## config.mk

```make
export PLATFORM = sky130hd
export DESIGN_NAME = booth_r4_mul
export DESIGN_NICKNAME = d
export VERILOG_FILES = /design/src/rtl/booth_pkg.sv /design/src/rtl/booth_enc.sv /design/src/rtl/booth_sel.sv /design/src/rtl/booth_sum.sv /design/src/rtl/booth_r4_mul.sv
export SDC_FILE = /design/constraint.sdc
export NUM_CORES = 1
export LEC_CHECK = 0
export BUFFER_PORTS_ARGS = -buffer_cell sky130_fd_sc_hd__buf_4
export CAP_MARGIN = 20
export CORE_MARGIN = 1.5
export CORE_UTILIZATION = 43
export CTS_BUF_LIST = sky130_fd_sc_hd__clkbuf_4 sky130_fd_sc_hd__clkbuf_8
export DETAILED_ROUTE_END_ITERATION = 8
export GPL_ROUTABILITY_DRIVEN = 0
export PLACE_DENSITY = 0.63
export SETUP_SLACK_MARGIN = 0.4
export SLEW_MARGIN = 25
export SYNTH_ARGS = -nofsm -noshare
export SYNTH_HDL_FRONTEND = slang
export SYNTH_SLANG_ARGS = --single-unit
```

## constraint.sdc

```tcl
create_clock -name clk -period 11.05 [get_ports clk]
set_input_delay 1.105 -clock clk [delete_from_list [all_inputs] [get_ports clk]]
set_output_delay 1.105 -clock clk [all_outputs]
set_load 0.02 [all_outputs]
```

## src/rtl/booth_pkg.sv

```systemverilog
package booth_pkg;
  // One radix-4 Booth digit: magnitude select (one-hot or none) and sign.
  typedef struct packed {
    logic one;  // select |A|
    logic two;  // select |2A|
    logic neg;  // negate the selection
  } bdig_t;
endpackage

```

## src/rtl/booth_enc.sv

```systemverilog
module booth_enc
  import booth_pkg::*;
(
  input  logic [2:0] trip,   // {b[2i+1], b[2i], b[2i-1]}
  output bdig_t      dig
);
  always_comb begin
    dig.one = trip[0] ^ trip[1];
    dig.two = (trip[2] & ~trip[1] & ~trip[0]) | (~trip[2] & trip[1] & trip[0]);
    dig.neg = trip[2] & ~(trip[1] & trip[0]);
  end
endmodule

```

## src/rtl/booth_sel.sv

```systemverilog
module booth_sel
  import booth_pkg::*;
#(
  parameter int W    = 16,
  parameter bit LAST = 1'b0
) (
  input  logic [W-1:0] a,
  input  bdig_t        dig,
  output logic [W+1:0] row    // sign bit already inverted
);
  localparam int RW = W + 2;

  logic [RW-1:0] mag;
  logic [RW-1:0] pv;

  always_comb begin
    if (dig.one)      mag = {{2{a[W-1]}}, a};
    else if (dig.two) mag = {a[W-1], a, 1'b0};
    else              mag = '0;
  end

  generate
    if (LAST) begin : g_full_neg
      // Top row: no row above it to absorb the increment.
      always_comb pv = dig.neg ? (~mag + RW'(1)) : mag;
    end else begin : g_ones_neg
      // Increment is deferred into the next row's free low bit.
      always_comb pv = dig.neg ? ~mag : mag;
    end
  endgenerate

  assign row = {~pv[RW-1], pv[RW-2:0]};
endmodule

```

## src/rtl/booth_sum.sv

```systemverilog
module booth_sum #(
  parameter int W    = 16,
  parameter int ROWS = W / 2
) (
  input  logic [ROWS-1:0][2*W-1:0] rows,
  output logic [2*W-1:0]           sum
);
  localparam int P = 2 * W;

  // Cancels the +2^(W+1) offset that the inverted sign bit adds to each row.
  function automatic logic [P-1:0] sign_fix();
    logic [P-1:0] k;
    k = '0;
    for (int i = 0; i < ROWS; i++) k = k - (P'(1) << (W + 1 + 2 * i));
    return k;
  endfunction

  localparam logic [P-1:0] KFIX = sign_fix();

  always_comb begin
    sum = KFIX;
    for (int i = 0; i < ROWS; i++) sum = sum + rows[i];
  end
endmodule

```

## src/rtl/booth_r4_mul.sv

```systemverilog
module booth_r4_mul
  import booth_pkg::*;
#(
  parameter int W = 16
) (
  input  logic           clk,
  input  logic           rst_n,
  input  logic           in_vld,
  input  logic [W-1:0]   a_i,
  input  logic [W-1:0]   b_i,
  output logic           out_vld,
  output logic [2*W-1:0] prod_o
);
  localparam int P    = 2 * W;
  localparam int ROWS = W / 2;
  localparam int RW   = W + 2;

  logic [W:0]               bx;
  bdig_t                    dig   [ROWS];
  logic [RW-1:0]            rowv  [ROWS];
  logic [ROWS-1:0][P-1:0]   pos_d;
  logic [ROWS-1:0][P-1:0]   s1_q, s1_n;
  logic                     v1_q, v1_n, vo_q, vo_n;
  logic [P-1:0]             sum, prod_q, prod_n;

  assign bx = {b_i, 1'b0};

  generate
    for (genvar g = 0; g < ROWS; g++) begin : g_row
      booth_enc u_enc (.trip(bx[2*g+2:2*g]), .dig(dig[g]));
      booth_sel #(.W(W), .LAST(g == ROWS - 1)) u_sel (
        .a(a_i), .dig(dig[g]), .row(rowv[g]));
      if (g == 0) begin : g_first
        assign pos_d[g] = P'(rowv[g]);
      end else begin : g_merge
        // previous row's deferred +1 sits two bits under this row's LSB
        assign pos_d[g] = (P'(rowv[g]) << (2 * g)) | (P'(dig[g-1].neg) << (2 * g - 2));
      end

      // a digit never selects both magnitudes
      a_r2_digit_onehot: assert property (@(posedge clk) disable iff (!rst_n)
        in_vld |-> $onehot0({dig[g].one, dig[g].two}));
    end
  endgenerate

  booth_sum #(.W(W), .ROWS(ROWS)) u_sum (.rows(s1_q), .sum(sum));

  always_comb begin
    v1_n   = in_vld;
    s1_n   = in_vld ? pos_d : s1_q;
    vo_n   = v1_q;
    prod_n = v1_q ? sum : prod_q;
  end

  always_ff @(posedge clk or negedge rst_n) begin
    if (!rst_n) begin
      v1_q   <= 1'b0;
      s1_q   <= '0;
      vo_q   <= 1'b0;
      prod_q <= '0;
    end else begin
      v1_q   <= v1_n;
      s1_q   <= s1_n;
      vo_q   <= vo_n;
      prod_q <= prod_n;
    end
  end

  assign out_vld = vo_q;
  assign prod_o  = prod_q;

  a_r5_stage1: assert property (@(posedge clk) disable iff (!rst_n)
    in_vld |=> v1_q);
  a_r5_stage2: assert property (@(posedge clk) disable iff (!rst_n)
    v1_q |=> out_vld);
  a_r5_bubble: assert property (@(posedge clk) disable iff (!rst_n)
    !v1_q |=> !out_vld);
  a_r6_hold: assert property (@(posedge clk) disable iff (!rst_n)
    !v1_q |=> $stable(prod_o));
endmodule

```

# [Word level (Yosys, flattened, before mapping)]
# Index checks and enable logic that the tools add are counted.
[word_totals] register_bits=276 wordCells=147 out_inout_bits=33 input_bits=35
[classes] n_mux=24 n_bitwise=103 add_sub_neg=9
[ops] op="2-to-1 mux 18 bit" count=24
[ops] op="adder 32 bit" count=7
[ops] op="NOT 18 bit" count=8
[ops] op="AND 1 bit" count=43
[ops] op="adder 31 x 18 -> 32 bit, first input constant" count=1
[ops] op="bitwise OR 32 x 13 -> 32 bit" count=1
[ops] op="NOT 1 bit" count=31
[ops] op="bitwise OR 30 x 11 -> 30 bit" count=1
[ops] op="bitwise OR 28 x 9 -> 28 bit" count=1
[ops] op="bitwise OR 26 x 7 -> 26 bit" count=1
[ops] op="bitwise OR 24 x 5 -> 24 bit" count=1
[ops] op="bitwise OR 22 x 3 -> 22 bit" count=1
[ops] op="bitwise OR 20 x 1 -> 20 bit" count=1
[ops] op="adder 18 x 1 -> 18 bit, second input constant" count=1
[ops] op="bitwise OR 1 bit" count=7
[ops] op="XOR 1 bit" count=7

# [Longest topological paths before layout]
# Gate-level depths: netlist of run 1.
[logic_depth] depth_word=11 ltp_mapped=15 depth_no_buf=15

# [Cells and area by module]
# Synthesis of run 1 repeated with hierarchy kept, for this count alone.
[hier_totals] hier_cells=1993 hier_area_um2=20460.9
[by_module_without_submodules] module="booth_r4_mul" seq_area_each_um2=4629.4 instances=1 area_per_inst_um2=7211.9 cells_each=390
[by_module_without_submodules] module="booth_sum" seq_area_each_um2=0.0 instances=1 area_per_inst_um2=7030.5 cells_each=799
[by_module_without_submodules] module="booth_sel (g_row[0].u_sel ...)" seq_area_each_um2=0.0 instances=7 area_per_inst_um2=744.5 cells_each=94
[by_module_without_submodules] module="booth_sel (g_row[7].u_sel)" seq_area_each_um2=0.0 instances=1 area_per_inst_um2=676.9 cells_each=106
[by_module_without_submodules] module="booth_enc" seq_area_each_um2=0.0 instances=8 area_per_inst_um2=41.3 cells_each=5

# [Least setup slack after synthesis of run 1]
# Ideal clock, no wire load.
[synth_path] path_kind="register to register" start="register s1_q[177] in the netlist's numbering" end="register prod_q[31] (netlist: prod_o[31])" n_path_buf=1 required_ns=10.916 setup_slack_ns=6.800 synth_period_minus_slack_ns=4.250 t_arrival_ns=4.117 path_stages_with_launch=15 setup_time_ns=0.134 cell_sequence="dfrtp_1 > fa_1 > inv_1 > fa_1 > inv_1 > fa_1 > fa_1 > ha_1 > buf_2 > and4_1 > a21boi_0 > o211ai_2 > a2111oi_2 > o31a_1 > o31ai_2"
[synth_between] elab_chain_cells=3
[synth_rtl] element="start: declaration" line="booth_r4_mul.sv:22" source="logic [ROWS-1:0][P-1:0] s1_q, s1_n;"
[synth_rtl] element="start signal: assignment" line="booth_r4_mul.sv:63" source="s1_q <= s1_n;"
[synth_rtl] element="adder 32 bit (3 in a row)" line="booth_sum.sv:22" source="for (int i = 0; i < ROWS; i++) sum = sum + rows[i];"
[synth_rtl] element="end signal: assignment" line="booth_r4_mul.sv:65" source="prod_q <= prod_n;"
[synth_rtl] element="end: declaration" line="booth_r4_mul.sv:24" source="logic [P-1:0] sum, prod_q, prod_n;"
# Every way passes these cells.
# A chain may end at the register's enable or synchronous reset.

# [Worst setup path in the final report of run 1]
[layout_path] start="register s1_q[9] in the netlist's numbering" end="register prod_q[31] (netlist: prod_o[31])"
[layout_between] elab_chain_cells=8
[layout_rtl] element="adder 31 x 18 -> 32 bit" line="booth_sum.sv:22"
[layout_rtl] element="adder 32 bit (7 in a row)" line="booth_sum.sv:22"
# Every way passes these cells.

==> impl_metrics.json, run 1 <==
{
  "synth_edf_count": 0,
  "pre_cts_ws_ps": 6360,
  "drt_iter0_drc": 783,
  "postRouteAntennaNets": 0,
  "fp.dieH_um": 191,
  "dpl.hpwl_um": 26300,
  "ys_seq_elements": 185,
  "hold_path.class": "register to register",
  "grt_max_degree": 128,
  "start_util_pct": 43.7,
  "synthMuxAreaShare_pct": 9.26,
  "io_buffer_count": 67,
  "area_growth_pct": 7.65,
  "drc": 0,
  "synth-seq-area-share_pct": 30.6,
  "required_ps": 11460,
  "timing.hold.ws_ps": 495,
  "wirelength_um": 37900,
  "vias": 11299,
  "end_kind": "register",
  "worstSkewPairLatency_ps": 500,
  "clk_pin_slew_ps": 110,
  "slew_viol_final": 0,
  "hold_depth": 2,
  "period_needed_ps": 4740,
  "netlist_area_um2": 15100,
  "r2r-end": "prod_o[31]",
  "reg2regPathDepth": 15,
  "wl_per_cell_um": 17.9,
  "grt_first_pass_wirelength_um": 61900,
  "met3_usage_pct": 3.57,
  "ctsHoldBuffers": 0,
  "drive_above_1_share_pct": 9.77,
  "synth_xor_area_share_pct": 8.56,
  "crit_type": "register to register",
  "nets": 1873,
  "final_hold_viol_count": 0,
  "timing.final.crit_share_pct": 42.9,
  "core_area_um2": 34600,
  "dr.pass1.iters": 5,
  "fmax_ghz": 0.211,
  "syn_avg_cell_area_um2": 9.07,
  "start_kind": "register",
  "cts.sinks": 185,
  "netlist_instances": 1669,
  "synth-compound-area-share_pct": 12.2,
  "cts_setup_buffers": 0,
  "placementRows": 68,
  "track_usage_pct": 21.8,
  "clockBufferDepth": 2,
  "grt_antenna_before_repair": 0,
  "synth_nets": 1886,
  "cts_tree": "done",
  "synthAdderAreaFrac_pct": 19.5,
  "path_max_fanout": 5,
  "cts_buffers": 17,
  "grtUsageMet2_pct": 32.5,
  "synth_top_family_by_area": "adder cells",
  "rsz0062_at_grt": "no",
  "clock-root-buffer": "clkbuf_8",
  "crit_arrival_ps": 5140,
  "viasPerCell": 5.32,
  "min-delay-start": "prod_o[18]",
  "synth_cell_types": 69,
  "ctsResizeCount": 0,
  "synth-async-reset-ratio_pct": 100,
  "grt_pass1_vias": 11270,
  "setup_ws_ps": 6310,
  "max_cap_viol_count": 0,
  "tightest_slew_ps": 1080,
  "synth_warnings": 0,
  "nFillCells": 3292,
  "synth-simple-area-share_pct": 11.2,
  "synthFlopType": "dfrtp_1",
  "rr_startpoint": "s1_q[9]",
  "io_pins": 68,
  "diodes": 0,
  "finalSetupViolCount": 0,
  "top_usage_layer": "met2",
  "reg2reg_slack_ps": 6310,
  "tns_ps": 0,
  "status": "finished, final reports clean",
  "dieArea_um2": 36300,
  "grt_util_met1_pct": 32.4,
  "h-tree-depth": 4,
  "min_to": "prod_o[18]",
  "maxSlewHeadroom_pct": 27.7,
  "die_x_um": 191,
  "gr-total-overflow": 0,
  "finClkSkew_ps": 11.0
}
-- cells in the final DEF (no fill, tap or decap), types with 5 or more instances in the layout --
cell type   instances
o31a_1              8
clkbuf_8           18
xnor2_1            35
nand4_1             6
nand3_1            15
nor3_1             11
fa_1               90
and3b_1             6
a31oi_1             5
inv_1             226
nor2_1            224
a211oi_1            6
clkinvlp_4          7
xor2_1            113
buf_4              82
and4_1              5
nand2b_1           16
a21oi_1           157
nor3b_1            19
dfrtp_1           185
ha_1               92
a21o_1             10
nor2b_1             8
nand2_1            50
a22oi_1            10
mux2i_1           103
o21ai_0            38
o31ai_1             9
o21a_1             11
mux2_2             33
-- Yosys cell counts (all sizes together) (15+ instances only) --
| master | number | area (um2) |
|---|---|---|
| nand3 | 15 | 75.1 |
| a21oi | 158 | 795 |
| nand2 | 50 | 188 |
| xor2 | 113 | 990 |
| inv | 226 | 848 |
| nor3b | 20 | 155 |
| mux2 | 33 | 372 |
| fa | 90 | 1800 |
| nand2b | 16 | 100 |
| dfrtp | 185 | 4630 |
| mux2i | 103 | 1030 |
| buf | 35 | 166 |
| o21ai | 40 | 200 |
| nor2 | 224 | 841 |
| clkbuf | 81 | 304 |
| xnor2 | 35 | 307 |
| ha | 92 | 1150 |
-- state kept, by name (all words and copies together), names as in the netlist --
register  cells
prod_o       32
v1_q          1
s1_q        151
out_vld       1
-- metal layers --
layer  part of all wire (%)  vias up
li1                       -     5414
met5                      0        -
met2                     43      254
met1                     50     5584
met3                    4.8       47
met4                    1.9        0
-- stage by stage --
stage,cell area [um2],util (%),cells
after floorplan,15100,-,1669
after global placement,15900,45.9,2092
after detailed placement,15900,45.9,2092
after CTS,16300,47.1,2124
after global routing,16300,47.1,2124
final,16300,47.1,2124
-- logic make-up after synthesis --
kind of cell / Yosys count
compound gates: 299
mux: 136
flops: 185
simple gates: 376
fa+ha+maj: 182
buf+inv: 343
xor+xnor: 148
-- cell type report --
cell class / instances / area (um2) / share of cell area [%]
clock buffers: 18 / 241 / 1.48
clock inverters: 14 / 174 / 1.07
inverters: 227 / 852 / 5.23
multi-input cells: 1141 / 9190 / 56.4
flip-flops and latches: 185 / 4630 / 28.4
well taps: 455 / 569 / 3.49
repair buffers: 84 / 644 / 3.95
-- how the worst max path moves through the flow --
stage,from,to,slack (ps),cells past startpoint
6_report,s1_q[9],prod_o[31],6310,15
5_1_grt,s1_q[107],prod_o[31],6120,15
4_1_cts,s1_q[107],prod_o[31],6330,15
3_5_place_dp,s1_q[107],prod_o[31],6360,15
3_3_place_gp,s1_q[107],prod_o[31],6430,15
2_1_floorplan,s1_q[177],prod_o[31],6800,14
-- critical path, cell delays in order, from the launching register on --
cell,delay (ps)
dfrtp_1,390
inv_1,70
fa_1,610
inv_1,80
fa_1,470
inv_1,50
fa_1,530
inv_1,50
ha_1,290
ha_1,380
nand4_1,200
a221oi_2,500
o211ai_2,220
a2111oi_2,510
nor4_1,120
o31ai_2,190
Power of run 1 is left out: the tool's default activity adds up to more than one toggle a clock period on the data nets, which glitch-free logic cannot reach.
==> run 2: changes to the inputs <==
- ABC_AREA: default -> 1
- PLACE_DENSITY: 0.63 -> 0.65
- clock period: 11.05 -> 4.15 ns (I/O delays scaled with it)
==> impl_metrics.json, run 2 <==
{
  "status": "finished, final reports clean",
  "timing.final.crit_share_pct": 97.9,
  "die_x_um": 189,
  "finish.utilization_pct": 50.2,
  "grt_max_degree": 111,
  "dieArea_um2": 35800,
  "grt_antenna_before_repair": 0,
  "vias": 13723,
  "clockBufferDepth": 2,
  "crit_arrival_ps": 4460,
  "met3_usage_pct": 4.06,
  "synth-seq-area-share_pct": 31.0,
  "tns_ps": 0,
  "top_usage_layer": "met2",
  "viasPerCell": 5.63,
  "wirelength_um": 47900,
  "grt_util_met1_pct": 37.6,
  "gr-total-overflow": 0,
  "crit_type": "register to register",
  "dpl.hpwl_um": 32800,
  "synthFlopType": "dfrtp_1",
  "cts_buffers": 17,
  "nFillCells": 3285,
  "critPathMaxStageDelay_ps": 610,
  "grt_first_pass_wirelength_um": 73700,
  "grtUsageMet2_pct": 41.1,
  "yosysTopAreaCell": "dfrtp_1",
  "slew_viol_final": 0,
  "post-synth-top-count-cell": "nand2_1",
  "drc": 0,
  "path_cells": "inv_1 -> fa_1 -> fa_1 -> inv_1 -> fa_2 -> fa_1 -> ha_4 -> a21oi_4 -> a21boi_4 -> nor2_1 -> o21bai_1 -> nand4_1 -> nand3_1 -> nand2_1",
  "nets": 2186,
  "slowest_stage": "fa_2",
  "start_util_pct": 43.4,
  "synth-async-reset-ratio_pct": 100,
  "mostFrequentLayoutCells": "nand2_1 (448), o21ai_0 (266), inv_1 (253)",
  "layout_commonest_cell": "nand2_1",
  "area_growth_pct": 15.6,
  "grt_pass1_vias": 13101,
  "cts_tree": "done",
  "finalSetupViolCount": 0,
  "diodes": 0,
  "tightest_slew_ps": 1030,
  "max_cap_viol_count": 0,
  "path_max_fanout": 4,
  "placementRows": 68,
  "synth_nets": 2146,
  "top_register": "s1_q",
  "synth_top_cells_by_area": "dfrtp_1 (31%), fa_1 (12%), nand2_1 (12%), o21ai_0 (9.5%), ha_1 (7.7%)",
  "h-tree-depth": 4,
  "postRouteAntennaNets": 0,
  "final_cell_count_no_fill": 2437,
  "dr.pass1.iters": 6,
  "dpl.cell_count": 2376,
  "wl_per_cell_um": 19.6,
  "synth_common_cells": "nand2_1 (478), inv_1 (284), o21ai_0 (282)",
  "largest_reg_flops": 151,
  "hold_path.class": "input pin to register",
  "end_kind": "register",
  "fmax_ghz": 0.246,
  "final_hold_viol_count": 0,
  "synth_warnings": 0,
  "maxSlewHeadroom_pct": 31.2,
  "io_pins": 68,
  "netlist_instances": 1929,
  "netlist_area_um2": 14900,
  "period_needed_ps": 4060,
  "setup_ws_ps": 89.0,
  "synth_edf_count": 0,
  "drt_iter0_drc": 1668,
  "rsz0062_at_grt": "yes",
  "pre_cts_ws_ps": -165,
  "start_kind": "register",
  "io_buffer_count": 67,
  "yosysTopAreaCellShare_pct": 31.0,
  "core_area_um2": 34400,
  "drive_above_1_share_pct": 17.5,
  "required_ps": 4540,
  "cpMostUsedCell": "fa_1",
  "cts.sinks": 185,
  "fp.dieH_um": 189,
  "finClkSkew_ps": 16.8,
  "worstSkewPairLatency_ps": 510,
  "track_usage_pct": 26.7,
  "syn_avg_cell_area_um2": 7.74,
  "ys_seq_elements": 185,
  "clock-root-buffer": "clkbuf_8",
  "synth_cell_types": 42,
  "clk_pin_slew_ps": 120
}
==> run 2: through the flow <==
step,area (um2),hold WS [ps]
floorplan,14900,119
global placement,15700,456
detailed placement,15700,461
CTS,16800,54.4
global route,17300,266
finish,17300,261
==> run 2: cell families after synthesis <==
logic type                 count (synthesis)  synth area share, %
AOI/OAI and AO/OA                        449                 17.3
xor gates and xnor gates                  56                 3.29
adders and majority gates                182                 19.8
buffers and inverters                    399                 10.6
DFF                                      185                 31.0
and+or+nand+nor                          658                 18.0
==> run 2: per-layer routing <==
layer  wire, um  vias up
met5          0        -
met4       1970        0
li1           -     6336
met2      21200      737
met1      20300     6498
met3       4340      152
==> run 2: final timing paths <==
check	from	endpoint	slack (ps)	cells past startpoint
setup / recovery	s1_q[108]	prod_o[26]	90	14
hold / removal	b_i[1]	s1_q[32]	260	3
setup reg to reg	s1_q[108]	prod_o[26]	90	14
hold reg to reg	prod_o[5]	prod_o[5]	480	2
max in group asynchronous	rst_n	s1_q[148]	2700	4
min in group asynchronous	rst_n	prod_o[4]	340	2
==> run 2: what timing repair did <==
action,in CTS,in global routing
endpoints found under the setup margin,21,23
pin swaps,39,77
resized for setup,124,98
buffers inserted,15,12
hold buffers,0,1
gates cloned,0,0
endpoints found under the hold margin,0,29
==> run 2: final cells by class <==
type                    instances  area [um2]  area share (%)
clock buffers                  17         234            1.36
clock inverters                15         158           0.913
inverters                     298        1120            6.48
multi-input cells            1345        9550            55.3
flip-flops and latches        185        4630            26.8
well taps                     455         569            3.30
repair buffers                122        1000            5.80
==> run 2: worst max-delay path: cells and delay by family (launching register included) <==
| kind | cells | cell delay (ps) |
|---|---|---|
| fa+ha+maj | 5 | 2400 |
| simple gates | 4 | 410 |
| flops | 1 | 360 |
| compound gates | 3 | 660 |
| buf+inv | 2 | 130 |
Power of run 2 is left out for the same reason.
